===== config.mk =====
export PLATFORM = sky130hd
export DESIGN_NAME = mbist_top
export DESIGN_NICKNAME = d
export VERILOG_FILES = /design/src/rtl/mbist_pkg.sv /design/src/rtl/mbist_bg_gen.sv /design/src/rtl/mbist_seq.sv /design/src/rtl/mbist_cmp.sv /design/src/rtl/mbist_top.sv
export SDC_FILE = /design/constraint.sdc
export NUM_CORES = 1
export LEC_CHECK = 0
export CAP_MARGIN = 5
export CORE_MARGIN = 8
export CORE_UTILIZATION = 30
export CTS_CLUSTER_DIAMETER = 120
export DETAILED_ROUTE_END_ITERATION = 7
export PLACE_DENSITY = 0.7
export SYNTH_ARGS = -nofsm -noshare
export SYNTH_HDL_FRONTEND = slang
export SYNTH_SLANG_ARGS = --single-unit

===== constraint.sdc =====
create_clock -name clk -period 2.1 [get_ports clk]
set_input_delay 0.42 -clock clk [delete_from_list [all_inputs] [get_ports clk]]
set_output_delay 0.42 -clock clk [all_outputs]
set_load 0.005 [all_outputs]

===== src/rtl/mbist_pkg.sv =====
package mbist_pkg;

  localparam int NUM_ELEM     = 6;
  localparam int OPS_PER_ADDR = 11;

  typedef enum logic [1:0] {
    ST_IDLE,
    ST_RUN,
    ST_FLUSH,
    ST_DONE
  } mb_state_e;

  // wr = 1 for a write, inv = 1 when the data is the complement of the background
  typedef struct packed {
    logic wr;
    logic inv;
  } mb_op_t;

  // index of the last operation inside element e
  function automatic logic [1:0] elem_last(input logic [2:0] e);
    case (e)
      3'd0, 3'd5: return 2'd0;
      3'd4:       return 2'd2;
      default:    return 2'd1;
    endcase
  endfunction

  function automatic logic elem_down(input logic [2:0] e);
    return (e == 3'd3) || (e == 3'd4);
  endfunction

  function automatic mb_op_t elem_op(input logic [2:0] e, input logic [1:0] i);
    mb_op_t o;
    o.wr  = 1'b0;
    o.inv = 1'b0;
    case (e)
      3'd0: begin o.wr = 1'b1; o.inv = 1'b0; end
      3'd1, 3'd3: begin
        o.wr  = (i != 2'd0);
        o.inv = (i != 2'd0);
      end
      3'd2: begin
        o.wr  = (i != 2'd0);
        o.inv = (i == 2'd0);
      end
      3'd4: begin
        o.wr  = (i == 2'd1);
        o.inv = (i == 2'd0);
      end
      default: begin o.wr = 1'b0; o.inv = 1'b0; end
    endcase
    return o;
  endfunction

endpackage


===== src/rtl/mbist_bg_gen.sv =====
module mbist_bg_gen #(
  parameter int DATA_W = 8,
  parameter int BG_W   = 2
) (
  input  logic [BG_W-1:0]   bg_idx,
  output logic [DATA_W-1:0] pattern
);

  always_comb begin
    for (int i = 0; i < DATA_W; i++) begin
      if (bg_idx == '0) pattern[i] = 1'b0;
      else              pattern[i] = ((i >> (int'(bg_idx) - 1)) & 1) == 1;
    end
  end

endmodule


===== src/rtl/mbist_seq.sv =====
module mbist_seq
  import mbist_pkg::*;
#(
  parameter int ADDR_W = 4,
  parameter int NBG    = 4,
  parameter int BG_W   = 2
) (
  input  logic              clk,
  input  logic              rst_n,
  input  logic              start,
  output logic              busy,
  output logic              done,
  output logic              clr,
  output logic              op_we,
  output logic              op_re,
  output logic              op_inv,
  output logic [ADDR_W-1:0] op_addr,
  output logic [BG_W-1:0]   op_bg
);

  localparam logic [ADDR_W-1:0] ADDR_TOP = '1;
  localparam logic [BG_W-1:0]   BG_LAST  = BG_W'(NBG - 1);
  localparam logic [2:0]        ELEM_END = 3'(NUM_ELEM - 1);

  mb_state_e         state;
  logic [BG_W-1:0]   bg;
  logic [2:0]        elem;
  logic [1:0]        opi;
  logic [ADDR_W-1:0] addr;

  mb_op_t cur;
  logic   last_op, addr_end, last_elem, last_bg, down, issue;

  always_comb begin
    cur       = elem_op(elem, opi);
    down      = elem_down(elem);
    last_op   = (opi == elem_last(elem));
    addr_end  = down ? (addr == '0) : (addr == ADDR_TOP);
    last_elem = (elem == ELEM_END);
    last_bg   = (bg == BG_LAST);
    issue     = (state == ST_RUN);
  end

  assign busy    = (state == ST_RUN) || (state == ST_FLUSH);
  assign done    = (state == ST_DONE);
  assign clr     = start && ((state == ST_IDLE) || (state == ST_DONE));
  assign op_we   = issue && cur.wr;
  assign op_re   = issue && !cur.wr;
  assign op_inv  = cur.inv;
  assign op_addr = addr;
  assign op_bg   = bg;

  always_ff @(posedge clk or negedge rst_n) begin
    if (!rst_n) begin
      state <= ST_IDLE;
      bg    <= '0;
      elem  <= '0;
      opi   <= '0;
      addr  <= '0;
    end else begin
      case (state)
        ST_IDLE, ST_DONE: begin
          if (start) begin
            state <= ST_RUN;
            bg    <= '0;
            elem  <= '0;
            opi   <= '0;
            addr  <= '0;
          end
        end
        ST_RUN: begin
          if (!last_op) begin
            opi <= opi + 2'd1;
          end else begin
            opi <= '0;
            if (!addr_end) begin
              addr <= down ? addr - 1'b1 : addr + 1'b1;
            end else if (!last_elem) begin
              elem <= elem + 3'd1;
              addr <= elem_down(elem + 3'd1) ? ADDR_TOP : '0;
            end else if (!last_bg) begin
              bg   <= bg + 1'b1;
              elem <= '0;
              addr <= '0;
            end else begin
              state <= ST_FLUSH;
            end
          end
        end
        ST_FLUSH: state <= ST_DONE;
        default:  state <= ST_IDLE;
      endcase
    end
  end

  // one operation per cycle at most
  a_r5_one_op: assert property (@(posedge clk) disable iff (!rst_n)
    $onehot0({op_we, op_re}));

  // address changes only after the last operation of an element at that address
  a_r2_addr_hold: assert property (@(posedge clk) disable iff (!rst_n)
    (state == ST_RUN && !last_op) |=> (addr == $past(addr)));

  // elements advance by one or wrap at a new background
  a_r2_elem_order: assert property (@(posedge clk) disable iff (!rst_n)
    (state == ST_RUN) |=> (state != ST_RUN) || (elem == $past(elem)) ||
      (elem == $past(elem) + 3'd1) || (elem == 3'd0 && $past(elem) == ELEM_END));

  // start during a run leaves the engine running
  a_r7_start_ignored: assert property (@(posedge clk) disable iff (!rst_n)
    (state == ST_RUN && start) |=> busy);

  // done only appears after the flush cycle
  a_r8_done_after_flush: assert property (@(posedge clk) disable iff (!rst_n)
    $rose(done) |-> ($past(state) == ST_FLUSH));

endmodule


===== src/rtl/mbist_cmp.sv =====
module mbist_cmp #(
  parameter int NUM_RAMS = 4,
  parameter int DATA_W   = 8
) (
  input  logic                         clk,
  input  logic                         rst_n,
  input  logic                         clr,
  input  logic                         chk,
  input  logic [DATA_W-1:0]            exp_data,
  input  logic [NUM_RAMS*DATA_W-1:0]   rdata,
  output logic [NUM_RAMS-1:0]          fail
);

  logic              chk_q;
  logic [DATA_W-1:0] exp_q;

  always_ff @(posedge clk or negedge rst_n) begin
    if (!rst_n) begin
      chk_q <= 1'b0;
      exp_q <= '0;
    end else begin
      chk_q <= chk;
      exp_q <= exp_data;
    end
  end

  for (genvar a = 0; a < NUM_RAMS; a++) begin : g_arr
    logic fail_r;
    logic mism;

    assign mism    = chk_q && (rdata[a*DATA_W +: DATA_W] != exp_q);
    assign fail[a] = fail_r;

    always_ff @(posedge clk or negedge rst_n) begin
      if (!rst_n)   fail_r <= 1'b0;
      else if (clr) fail_r <= 1'b0;
      else          fail_r <= fail_r | mism;
    end

    // a fail flag stays set until a start is accepted
    a_r6_fail_sticky: assert property (@(posedge clk) disable iff (!rst_n)
      (fail_r && !clr) |=> fail_r);

    // an accepted start clears the flag
    a_r7_fail_clear: assert property (@(posedge clk) disable iff (!rst_n)
      clr |=> !fail_r);
  end

endmodule


===== src/rtl/mbist_top.sv =====
module mbist_top
  import mbist_pkg::*;
#(
  parameter int NUM_RAMS = 4,
  parameter int ADDR_W   = 4,
  parameter int DATA_W   = 8
) (
  input  logic                          clk,
  input  logic                          rst_n,
  input  logic                          start,
  output logic                          busy,
  output logic                          done,
  output logic [NUM_RAMS-1:0]           fail,
  input  logic [NUM_RAMS*ADDR_W-1:0]    fn_addr,
  input  logic [NUM_RAMS*DATA_W-1:0]    fn_wdata,
  input  logic [NUM_RAMS-1:0]           fn_we,
  input  logic [NUM_RAMS-1:0]           fn_re,
  output logic [NUM_RAMS*ADDR_W-1:0]    ram_addr,
  output logic [NUM_RAMS*DATA_W-1:0]    ram_wdata,
  output logic [NUM_RAMS-1:0]           ram_we,
  output logic [NUM_RAMS-1:0]           ram_re,
  input  logic [NUM_RAMS*DATA_W-1:0]    ram_rdata
);

  localparam int NBG  = $clog2(DATA_W) + 1;
  localparam int BG_W = (NBG > 1) ? $clog2(NBG) : 1;

  logic              clr, op_we, op_re, op_inv;
  logic [ADDR_W-1:0] op_addr;
  logic [BG_W-1:0]   op_bg;
  logic [DATA_W-1:0] pattern, bist_data;

  mbist_seq #(.ADDR_W(ADDR_W), .NBG(NBG), .BG_W(BG_W)) u_seq (
    .clk     (clk),
    .rst_n   (rst_n),
    .start   (start),
    .busy    (busy),
    .done    (done),
    .clr     (clr),
    .op_we   (op_we),
    .op_re   (op_re),
    .op_inv  (op_inv),
    .op_addr (op_addr),
    .op_bg   (op_bg)
  );

  mbist_bg_gen #(.DATA_W(DATA_W), .BG_W(BG_W)) u_bg (
    .bg_idx  (op_bg),
    .pattern (pattern)
  );

  assign bist_data = op_inv ? ~pattern : pattern;

  mbist_cmp #(.NUM_RAMS(NUM_RAMS), .DATA_W(DATA_W)) u_cmp (
    .clk      (clk),
    .rst_n    (rst_n),
    .clr      (clr),
    .chk      (op_re),
    .exp_data (bist_data),
    .rdata    (ram_rdata),
    .fail     (fail)
  );

  for (genvar a = 0; a < NUM_RAMS; a++) begin : g_mux
    assign ram_addr [a*ADDR_W +: ADDR_W] = busy ? op_addr   : fn_addr [a*ADDR_W +: ADDR_W];
    assign ram_wdata[a*DATA_W +: DATA_W] = busy ? bist_data : fn_wdata[a*DATA_W +: DATA_W];
    assign ram_we[a] = busy ? op_we : fn_we[a];
    assign ram_re[a] = busy ? op_re : fn_re[a];

    // functional path owns the RAM whenever the engine is not busy
    a_r9_mux_idle: assert property (@(posedge clk) disable iff (!rst_n)
      !busy |-> (ram_we[a] == fn_we[a]) && (ram_re[a] == fn_re[a]) &&
                (ram_addr[a*ADDR_W +: ADDR_W] == fn_addr[a*ADDR_W +: ADDR_W]));
  end

  // done and busy are never high together
  a_r8_done_not_busy: assert property (@(posedge clk) disable iff (!rst_n)
    done |-> !busy);

endmodule


==> impl_metrics.env <==
export IMPL_chipWidth_um=109
export IMPL_worstSetupPathType="reg -> out"
export IMPL_vias_per_cell=4.87
export IMPL_synthCells=351
export IMPL_dieHeight_um=109
export IMPL_period_needed_ns=2.48
export IMPL_grt_first_pass_wirelength_um=16700
export IMPL_async_flop_share_pct=100
export IMPL_worst_clock_skew_ns=0.00879
export IMPL_tightest_slew_ns=0.555
export IMPL_maxCapViolations=0
export IMPL_nNetsFinal=670
export IMPL_cp_data_required_time_ns=1.68
export IMPL_n_antenna_cell=0
export IMPL_powerDensity_nw_per_um2=1450
export IMPL_critPathArrivalTime_ns=2.06
export IMPL_start_kind="register"
export IMPL_grt_pass1_vias=3428
export IMPL_synth_warnings=0
export IMPL_finalSetupTns_ns=-13.00
export IMPL_violations="negative setup slack"
export IMPL_ys_ff_latch=26
export IMPL_fin_hold_ws_ns=0.512
export IMPL_ys_seq_area_share_pct=25.0
export IMPL_final_antenna_net_count=0
export IMPL_fin_ws_ns=-0.375
export IMPL_drc=0
export IMPL_wl_per_cell_um=16.2
export IMPL_rows=34
export IMPL_start_util_pct=30.4
export IMPL_routabilityCongestion=0.882
export IMPL_synth_top_cell_area_share_pct=25.0
export IMPL_wl_um=10900
export IMPL_place_inst=641
export IMPL_drt_iter0_drc=308
export IMPL_max_vdd_ir_drop_v=0.00106
export IMPL_slew_limit_headroom_pct=62.9
export IMPL_fin_cells=671
export IMPL_clock_sinks=26
export IMPL_yosysUniqueCellTypes=45
export IMPL_slew_viol_final=0
export IMPL_hp_class="in -> async"
export IMPL_hold_buffers=0
export IMPL_ios=153
export IMPL_drive_gt1_share_pct=34.3
export IMPL_grtUsageTotal_pct=17.1
export IMPL_power_leakage_nw=2.53
export IMPL_clock_latency_ns=0.27
export IMPL_dr_pass1_iters=4
export IMPL_cts_root_buf="clkbuf_8"
export IMPL_io_buffer_count=152
export IMPL_hpwl_um=8280
export IMPL_cts_tree="built"
export IMPL_synth_net_count=457
export IMPL_coreArea_um2=8550
export IMPL_yosys_top_cells_area="dfrtp_1 25%, nand2_1 12%, xor2_1 12%"
export IMPL_num_vias=3267
export IMPL_grt_max_degree=54
export IMPL_cts_max_level=1
export IMPL_placed_cell_area_um2=4570
export IMPL_outcome="finished, violations left"
export IMPL_end_kind="output pin"
export IMPL_cp_max_fo=5
export IMPL_rsz0062_at_grt="true"
export IMPL_syn_area_per_cell_um2=7.41
export IMPL_p_total_w=0.00734
export IMPL_fmax_ghz=0.404
export IMPL_grt_ovfl_total=0
export IMPL_clkTransAtPathRegs_ns=0.10
export IMPL_cts_buffer_depth=2
export IMPL_fillCellCount=740
export IMPL_finalHoldViolCount=0
export IMPL_dieArea_um2=11900
export IMPL_cts_made_buffers=3
export IMPL_synth_ff_type="dfrtp_1"
export IMPL_ff2ff_path_depth=7
export IMPL_setup_violations=51
export IMPL_netlist_area_um2=2600
export IMPL_fin_crit_sh_pct=118
export IMPL_critPathMaxStageDelay_ns=0.43
export IMPL_synth_top_cell_by_area="dfrtp_1"
export IMPL_synth_edf_count=0
export IMPL_critPathSlowestCell="dfrtp_1"
export IMPL_crit_chain="nand2_2, inv_1, ha_2, o31a_1, buf_12, xnor2_4, o21ai_1, buf_2"
export IMPL_antenna_found_initial=0
export IMPL_syn2layout_area_growth_pct=95.3
export IMPL_stdcell_area_um2=5080
synth_stat cells, drive strengths merged, types with 5 or more instances:
cell type  instances
a21o               7
a21oi             22
and2               5
buf               10
clkbuf            12
dfrtp             26
ha                14
inv               25
mux2i              7
nand2             83
nor2              10
nor4               9
o21ai             32
xnor2              7
xor2              35
stage by stage:
stage                     utilization (%)  setup slack (ns)
final                                59.4            -0.375
after global routing                 59.4            -0.461
after CTS                            57.1            -0.378
after detailed placement             53.4            -0.527
after global placement               53.4            -0.478
after floorplan                         -           -0.0336
state kept, by name, summed over array words and instances (netlist names):
signal	count
u_cmp.chk_q	1
u_cmp.exp_q	8
u_cmp.g_arr.fail_r	4
u_seq.elem	3
u_seq.op_addr	4
u_seq.op_bg	2
u_seq.opi	2
u_seq.state	2
per-layer routing:
metal | global-route usage (%) | up-vias | part of all wire (%)
met2 | 30.0 | 123 | 50
met1 | 20.1 | 1528 | 41
met3 | 4.79 | 8 | 8.1
li1 | - | 1608 | -
met5 | 0 | - | 0
met4 | 3.52 | 0 | 0.98
worst paths after layout:
kind	endpoint	slack (ns)	startpoint
setup / recovery	ram_wdata[26]	-0.38	u_seq.elem[1]
hold / removal	u_cmp.g_arr[2].fail_r	0.51	rst_n
setup reg to reg	u_seq.op_bg[1]	-0.18	u_seq.elem[1]
hold reg to reg	u_cmp.g_arr[3].fail_r	0.53	u_cmp.g_arr[3].fail_r
max in group asynchronous	u_seq.op_bg[0]	1.33	rst_n
min in group clk	u_cmp.g_arr[3].fail_r	0.53	u_cmp.g_arr[3].fail_r
repair_timing:
item                                    CTS  global route
gates cloned                              1             0
gates resized for setup                 261            73
setup buffers                            15            11
pin swaps                                51            40
endpoints found under the setup margin   70            67
critical path, delay by kind of cell, from the launching register on:
kind                       cells  cell delay, ns
AOI/OAI and AO/OA              2            0.47
and+or+nand+nor                1            0.09
DFF                            1            0.43
xor gates and xnor gates       1            0.22
adders and majority gates      1            0.18
buffers and inverters          3            0.40
power breakdown:
group | switching (W) | internal (W) | leakage [nW] | total (W)
logic | 0.00307 | 0.00314 | 2.15 | 0.00621
clock network | 0.000158 | 0.000167 | 0.0288 | 0.000326
registers | 0.000165 | 0.000641 | 0.350 | 0.000805
cell families after synthesis:
family / share of synthesized area, %
AND/OR/NAND/NOR: 22.5
AO/OA/AOI/OAI: 20.1
buffers and inverters: 7.60
XOR/XNOR: 14.1
flip-flops: 25.0
adder cells (fa/ha/maj): 7.51
multiplexers: 3.13
cell usage in the layout, fill, tap and decap left out, types with 3 or more instances in the layout:
cell type        Yosys  layout
buf_6                0      19
o21ai_1              1      26
nand2_1             83      76
a21o_1               7       7
nand2b_1             3       3
and2_1               5       4
nand2_2              0       5
nor4_1               9       8
ha_4                 0       4
dfrtp_1             26      26
clkbuf_2             0      16
a21oi_1             22      13
inv_1               25      22
xor2_1              35      34
clkbuf_8             0       4
ha_1                14       9
xnor2_4              0       7
a21oi_2              0       7
nor3_2               0       4
o21ai_0             30       3
mux2i_1              7       7
nor2_1              10       8
buf_4                4      55
a22o_1               3       3
buf_12               0       3
buf_2                5      37
clkdlybuf4s50_1      0      95
dlygate4sd2_1        0       3
o211ai_1             4       4
area by class of cell:
cell class / count / area (µm²) / area share [%]
inverters: 25 / 98.8 / 1.95
well taps: 108 / 135 / 2.66
flip-flops and latches: 26 / 651 / 12.8
multi-input cells: 278 / 2170 / 42.7
clock buffers: 4 / 55.1 / 1.08
repair buffers: 230 / 1970 / 38.8
Power figures use the tool's default switching activity.
